File: src/rtl/regwin_indirect.sv
module regwin_indirect #(
  parameter int         RF_BYTES = 42,
  parameter int         SEL_W    = 8,
  parameter logic [7:0] HDR_ID   = 8'h0C,
  parameter logic [7:0] HDR_NEXT = 8'h00
) (
  input  logic               clk,
  input  logic               rst_n,
  input  logic               cfg_we,
  input  logic               cfg_dw,
  input  logic [3:0]         cfg_be,
  input  logic [31:0]        cfg_wdata,
  output logic [31:0]        cfg_rdata,
  output logic [SEL_W+1:0]   rf_addr,
  input  logic [31:0]        rf_rd_data,
  input  logic [31:0]        rf_rd_wmask,
  input  logic [31:0]        rf_rd_w1cmask,
  output logic               rf_wr_en,
  output logic [3:0]         rf_wr_be,
  output logic [31:0]        rf_wr_data
);
  localparam int          AW     = SEL_W + 2;
  localparam logic [31:0] RF_END = 32'(RF_BYTES);

  logic [SEL_W-1:0] sel_q;
  logic [31:0]      data_q;
  logic             pend_q;
  logic             fwd_q;
  logic [3:0]       in_rng;
  logic [31:0]      merged;
  logic [31:0]      reload;
  logic             wr_hit;

  assign wr_hit  = cfg_we && (cfg_be != 4'b0000);
  assign rf_addr = {sel_q, 2'b00};

  for (genvar k = 0; k < 4; k++) begin : g_byte
    logic [7:0] old_b, new_b, wm_b, wc_b;
    assign old_b = rf_rd_data[8*k +: 8];
    assign new_b = data_q[8*k +: 8];
    assign wm_b  = rf_rd_wmask[8*k +: 8];
    assign wc_b  = rf_rd_w1cmask[8*k +: 8];
    assign in_rng[k] = (32'(rf_addr) + 32'(k)) < RF_END;
    assign merged[8*k +: 8] = ((old_b & ~wm_b) | (new_b & wm_b)) & ~(new_b & wc_b);
    assign reload[8*k +: 8] = !in_rng[k] ? 8'h00 : (fwd_q ? merged[8*k +: 8] : old_b);
  end

  assign rf_wr_en   = pend_q && fwd_q && in_rng[0];
  assign rf_wr_be   = (pend_q && fwd_q) ? in_rng : 4'b0000;
  assign rf_wr_data = merged;

  assign cfg_rdata = cfg_dw ? data_q : {8'h00, 8'(sel_q), HDR_NEXT, HDR_ID};

  always_ff @(posedge clk or negedge rst_n) begin
    if (!rst_n) begin
      sel_q  <= '0;
      data_q <= '0;
      pend_q <= 1'b0;
      fwd_q  <= 1'b0;
    end else begin
      pend_q <= wr_hit;
      fwd_q  <= wr_hit && cfg_dw;
      if (wr_hit && !cfg_dw && cfg_be[2])
        sel_q <= cfg_wdata[16 +: SEL_W];
      for (int k = 0; k < 4; k++) begin
        if (wr_hit && cfg_dw && cfg_be[k])
          data_q[8*k +: 8] <= cfg_wdata[8*k +: 8];
        else if (pend_q)
          data_q[8*k +: 8] <= reload[8*k +: 8];
      end
    end
  end
endmodule


File: config.mk
export PLATFORM = sky130hd
export DESIGN_NAME = regwin_indirect
export DESIGN_NICKNAME = d
export VERILOG_FILES = /design/src/rtl/regwin_indirect.sv
export SDC_FILE = /design/constraint.sdc
export NUM_CORES = 1
export LEC_CHECK = 0
export ABC_AREA = 1
export ABC_CLOCK_PERIOD_IN_PS = 1800
export BUFFER_PORTS_ARGS = -buffer_cell sky130_fd_sc_hd__buf_2
export CAP_MARGIN = 5
export CORE_MARGIN = 1.5
export CORE_UTILIZATION = 40
export CTS_CLUSTER_SIZE = 24
export DETAILED_ROUTE_END_ITERATION = 10
export GPL_ROUTABILITY_DRIVEN = 0
export GPL_TIMING_DRIVEN = 1
export PLACE_DENSITY = 0.76
export SLEW_MARGIN = 40
export SYNTH_ARGS = -nofsm -noshare
export SYNTH_HDL_FRONTEND = slang
export SYNTH_SLANG_ARGS = --single-unit
File: constraint.sdc
create_clock -name clk -period 1.8 [get_ports clk]
set_clock_uncertainty 0.2 [all_clocks]
set_input_delay 0.36 -clock clk [delete_from_list [all_inputs] [get_ports clk]]
set_output_delay 0.36 -clock clk [all_outputs]
set_load 0.05 [all_outputs]
==> results of run 1 <==
==> logic make-up (layout without fill, tap and decap cells) <==
kind of cell / count (synthesis) / count (layout) / synth area share (%)
AO/OA/AOI/OAI: 48 / 48 / 6.86
buffers and inverters: 144 / 370 / 16.5
flip-flops: 42 / 42 / 29.0
other: 1 / 2 / 0.103
AND/OR/NAND/NOR: 371 / 371 / 47.6
==> cells in the final DEF (no fill, tap or decap), drive strengths merged, types with 8 or more instances in the layout <==
cell    count
dfrtp      42
and2       16
nand3     101
nand2     207
o21ai      41
buf       240
clkbuf      8
inv       117
nand4      20
and3       16
==> worst min path at each step <==
stage	endpoint	slack, ns	cells past startpoint
4_1_cts	data_q[25]	0.08	3
2_1_floorplan	data_q[0]	-0.14	0
3_5_place_dp	data_q[18]	0.12	1
3_3_place_gp	data_q[18]	0.12	1
5_1_grt	data_q[28]	0.08	3
6_report	data_q[25]	0.08	3
==> worst register-to-register path: cells and delay by family (launching register included) <==
family                 cells  cell delay (ns)
buffers and inverters      2             0.32
AND/OR/NAND/NOR            5             0.75
flip-flops                 1             0.43
==> cell type report <==
| class | count | area (sq um) | area share (%) |
|---|---|---|---|
| multi-input combinational | 421 | 2110 | 39.1 |
| timing repair buffer | 243 | 1550 | 28.8 |
| sequential | 42 | 1060 | 19.7 |
| inverter | 119 | 449 | 8.35 |
| tap | 108 | 135 | 2.51 |
| clock buffer | 6 | 72.6 | 1.35 |
| clock inverter | 2 | 10.0 | 0.186 |
==> report_power, final <==
part,internal (mW),switching (mW)
combinational,0.727,1.39
sequential,1.08,0.132
clock,0.269,0.317
==> per-layer routing <==
| layer | part of all wire [%] | wire [microns] |
|---|---|---|
| met5 | 0.11 | 13 |
| met3 | 7.6 | 896 |
| met1 | 40 | 4750 |
| met4 | 1.1 | 129 |
| met2 | 51 | 6060 |
==> flip-flops by register name, indices dropped and copies added, names as in the netlist <==
name,flops
fwd_q,1
sel_q,8
pend_q,1
data_q,32
==> timing repair <==
item / CTS / global route
hold buffers: 1 / 0
hold endpoints to repair: 16 / 0
pin swaps: 3 / 12
cloned: 0 / 0
buffers inserted: 1 / 8
gates resized for setup: 23 / 98
endpoints found under the setup margin: 17 / 42
==> through the flow <==
stage          power (mW)  instances  cell area (sq um)  util, %  setup TNS (ns)
2_1_floorplan        2.55        607               3730        -           -2.33
3_3_place_gp         3.09        923               4960     56.7         -0.0674
3_5_place_dp         3.14        923               4960     56.7          -0.194
4_1_cts              3.76        933               5130     58.5           -1.02
5_1_grt              4.15        941               5380     61.4           -1.54
6_report             3.91        941               5380     61.4          -0.990
==> results.json, run 1 <==
{
  "grt-ovfl-total": 0,
  "vias": 4710,
  "ys_warn_count": 0,
  "r2r_end": "data_q[22]",
  "clk_path_buf_depth": 2,
  "vias_per_cell": 5.01,
  "clock_latency_ns": 0.29,
  "grt_pass1_wl_mm": 18.9,
  "r2r_slack_ns": 0.04,
  "clock-sinks": 42,
  "yosysUniqueCellTypes": 27,
  "cp_slowest_cell": "dfrtp_2",
  "violations": "setup timing",
  "antenna_left": 0,
  "cp-start-kind": "flop",
  "hold_viol": 0,
  "status": "finished, violations left",
  "rsz0062_at_grt": "true",
  "cts_tree": "yes",
  "synth_top_area_cell": "dfrtp_1",
  "critPathCaptureType": "output pin",
  "busiest_layer": "met2",
  "met2_usage_pct": 41.4,
  "yosysTopAreaCellShare_pct": 29.0,
  "async_reset_ff_share_pct": 100,
  "post-route-worst-setup-slack_ns": -0.242,
  "timing.fmax_mhz": 490,
  "cts_buffers": 5,
  "totalWireLength_mm": 11.8,
  "use_met3_pct": 4.22,
  "required_ns": 1.24,
  "routedWlPerCell_microns": 12.6,
  "fp.dieH_microns": 98.3,
  "start_util_pct": 41.4,
  "num_rows": 34,
  "ys_top_cells_by_count": "nand2_1, inv_1, nand3_1, dfrtp_1, o21ai_0",
  "h-tree-depth": 2,
  "min_from": "cfg_wdata[25]",
  "grt_max_degree": 41,
  "reg2reg_depth": 7,
  "fillers": 787,
  "crit_start": "sel_q[5]",
  "hold_class": "in2reg",
  "nets": 968,
  "p_leak_nw": 3.24,
  "core_sq_um": 8760,
  "antenna_found_initial": 1,
  "finalCriticalPeriod_ns": 2.04,
  "remaining_drc_errors": 0,
  "synth-main-ff-cell": "dfrtp_1",
  "synth_cells": 606,
  "path_cells": "nor2_4, nand4_1, nor3_4, buf_6",
  "fin_crit_sh_pct": 113,
  "syn2layout_area_growth_pct": 48.2,
  "critPathMaxFanout": 3,
  "dpl_worst_slack_ns": -0.0425,
  "drt_iter0_drc": 173,
  "clk_pin_slew_ns": 0.08,
  "synth_most_common_cell": "nand2_1",
  "synth_area_per_cell_sq_um": 5.99,
  "first_pass_iters": 5,
  "portBuffers": 212,
  "grtUsageMet1_pct": 29.4,
  "netlist_area_sq_um": 3630,
  "hpwlAfterDp_mm": 9.26,
  "synth_area_leaders": "dfrtp_1, nand2_1, nand3_1",
  "power.density_nw_per_um2": 727,
  "die_w_microns": 98.3,
  "antenna_cells": 0,
  "drive_above_1_share_pct": 35.2,
  "synth-seq-area-share_pct": 29.0,
  "crit_buf_inv": 1,
  "synth-seq-cells": 42,
  "worst_hold_slack_ns": 0.0803,
  "critical_path.top_delay_family": "simple AND/OR/NAND/NOR gates",
  "maxCapViolCount": 0,
  "ir_worst_vdd_mv": 0.413,
  "track_usage_pct": 23.4,
  "maxSlewViolCount": 0,
  "path_class": "reg2out",
  "first_global_vias": 4326,
  "worst-path-stages": 4,
  "root_buffer": "clkbuf_8",
  "critPathCapture": "rf_wr_be[2]",
  "cp.arrival_ns": 1.48,
  "synth_edf_count": 0,
  "setup_viol": 5,
  "slowest_delay_ns": 0.43,
  "r2r-start": "sel_q[5]",
  "ios": 215,
  "die-area_sq_um": 9660
}
No activity file was read; power rests on OpenSTA's default activity.
==> inputs of run 2 (changes only) <==
==> constraint.sdc (replaced) <==
create_clock -name clk -period 1.8 [get_ports clk]
set_clock_uncertainty 0.2 [all_clocks]
set_input_delay 0.27 -clock clk [delete_from_list [all_inputs] [get_ports clk]]
set_output_delay 0.27 -clock clk [all_outputs]
set_load 0.05 [all_outputs]
==> results.json, run 2 (same netlist as run 1, synthesis figures left out) <==
{
  "nets": 986,
  "ir_worst_vdd_mv": 0.333,
  "root_buffer": "clkbuf_8",
  "critPathCaptureType": "output pin",
  "vias_per_cell": 4.95,
  "clk_pin_slew_ns": 0.08,
  "grt-ovfl-total": 0,
  "grt_max_degree": 41,
  "r2r_end": "data_q[5]",
  "die_w_microns": 98.3,
  "dpl_cell_area_sq_um": 4940,
  "fin_crit_sh_pct": 111,
  "path_class": "reg2out",
  "vias": 4746,
  "track_usage_pct": 24.9,
  "post-route-worst-setup-slack_ns": -0.199,
  "worst_hold_slack_ns": 0.0172,
  "reg2reg_depth": 8,
  "cts_tree": "yes",
  "hpwlAfterDp_mm": 9.33,
  "rsz0062_at_grt": "true",
  "antenna_left": 0,
  "mostFrequentLayoutCells": "nand2_1, buf_2, inv_1, nand3_1, dfrtp_1",
  "min_from": "cfg_wdata[9]",
  "clock-sinks": 42,
  "h-tree-depth": 2,
  "hold_class": "in2reg",
  "total_power_mw": 3.98,
  "min_to": "data_q[9]",
  "num_rows": 34,
  "min_path_cells": 3,
  "required_ns": 1.33,
  "maxSlewViolCount": 0,
  "slew_headroom_pct": 64.6,
  "met3WireLength_microns": 826,
  "start_util_pct": 41.4,
  "layout_commonest_cell": "nand2_1",
  "largest_reg_flops": 32,
  "drt_iter0_drc": 170,
  "remaining_drc_errors": 0,
  "r2r_slack_ns": 0.10,
  "first_global_vias": 4566,
  "reg_top3": "data_q: 32 flops, sel_q: 8 flops",
  "maxCapViolCount": 0,
  "r2r-start": "sel_q[7]",
  "antenna_cells": 0,
  "grt_pass1_wl_mm": 20.2,
  "critPathMaxFanout": 3,
  "clk_path_buf_depth": 2,
  "antenna_found_initial": 0,
  "setup_viol": 5,
  "top_register": "data_q",
  "ios": 215,
  "cp.arrival_ns": 1.53,
  "utilization_pct": 61.7,
  "finalCriticalPeriod_ns": 2.00,
  "cts_buffers": 5,
  "hold_viol": 0,
  "fillers": 806,
  "worst_pin_slew_ns": 0.529,
  "portBuffers": 212,
  "fp.dieH_microns": 98.3,
  "clock_latency_ns": 0.30,
  "syn2layout_area_growth_pct": 48.9,
  "status": "finished, violations left",
  "drive_above_1_share_pct": 31.7,
  "cp-start-kind": "flop",
  "first_pass_iters": 5,
  "core_sq_um": 8760,
  "violations": "setup timing",
  "power.density_nw_per_um2": 737,
  "timing.fmax_mhz": 500,
  "die-area_sq_um": 9660,
  "routedWlPerCell_microns": 12.7,
  "final_cell_area_sq_um": 5410,
  "totalWireLength_mm": 12.2,
  "wl_met2_mm": 6.32,
  "top_layer_used": "met4",
  "p_leak_nw": 3.26,
  "m1WireLength_mm": 4.96
}
-- run 2: what timing repair did --
item                                    in CTS  in global routing
endpoints found under the setup margin       6                 20
resized for setup                           11                 19
buffers inserted                             5                  3
endpoints found under the hold margin       37                  0
pin swaps                                    5                  3
hold buffers                                22                  0
-- run 2: power by group --
group,internal (mW),switching (mW)
combinational,0.654,1.37
clock,0.414,0.347
sequential,1.07,0.126
-- run 2: stage by stage --
stage	setup slack (ns)	instances	setup TNS, ns
2_1_floorplan	-0.446	607	-1.88
3_3_place_gp	0.0425	921	0
3_5_place_dp	0.000209	921	0
4_1_cts	-0.239	956	-0.937
5_1_grt	-0.252	959	-1.18
6_report	-0.199	959	-0.839
-- run 2: final cells by class --
type / count / area [sq um] / share of cell area, %
tap: 108 / 135 / 2.50
clock buffer: 6 / 72.6 / 1.34
sequential: 42 / 1060 / 19.6
clock inverter: 2 / 37.5 / 0.694
inverter: 119 / 447 / 8.26
timing repair buffer: 261 / 1610 / 29.8
multi-input combinational: 421 / 2040 / 37.8
-- run 2: worst max path at each step --
| stage | from | to | slack (ns) |
|---|---|---|---|
| final | sel_q[7] | rf_wr_en | -0.20 |
| after floorplan | sel_q[7] | rf_wr_be[0] | -0.45 |
| after CTS | sel_q[4] | rf_wr_be[0] | -0.24 |
| after detailed placement | sel_q[5] | rf_wr_be[0] | 0.0002 |
| after global placement | sel_q[7] | rf_wr_en | 0.04 |
| after global routing | sel_q[7] | rf_wr_en | -0.25 |
-- run 2: routing by layer --
| metal | up-vias | global-route usage (%) |
|---|---|---|
| li1 | 2395 | - |
| met1 | 2144 | 29.8 |
| met2 | 198 | 47.1 |
| met3 | 9 | 3.58 |
| met4 | 0 | 5.20 |
| met5 | - | 0 |
-- run 2: worst max-delay path: stages (launching register included) --
cell and delay (ns):
dfrtp_2 0.44, nor2_4 0.16, nand3_4 0.09, nor4_4 0.34
buf_6 0.21
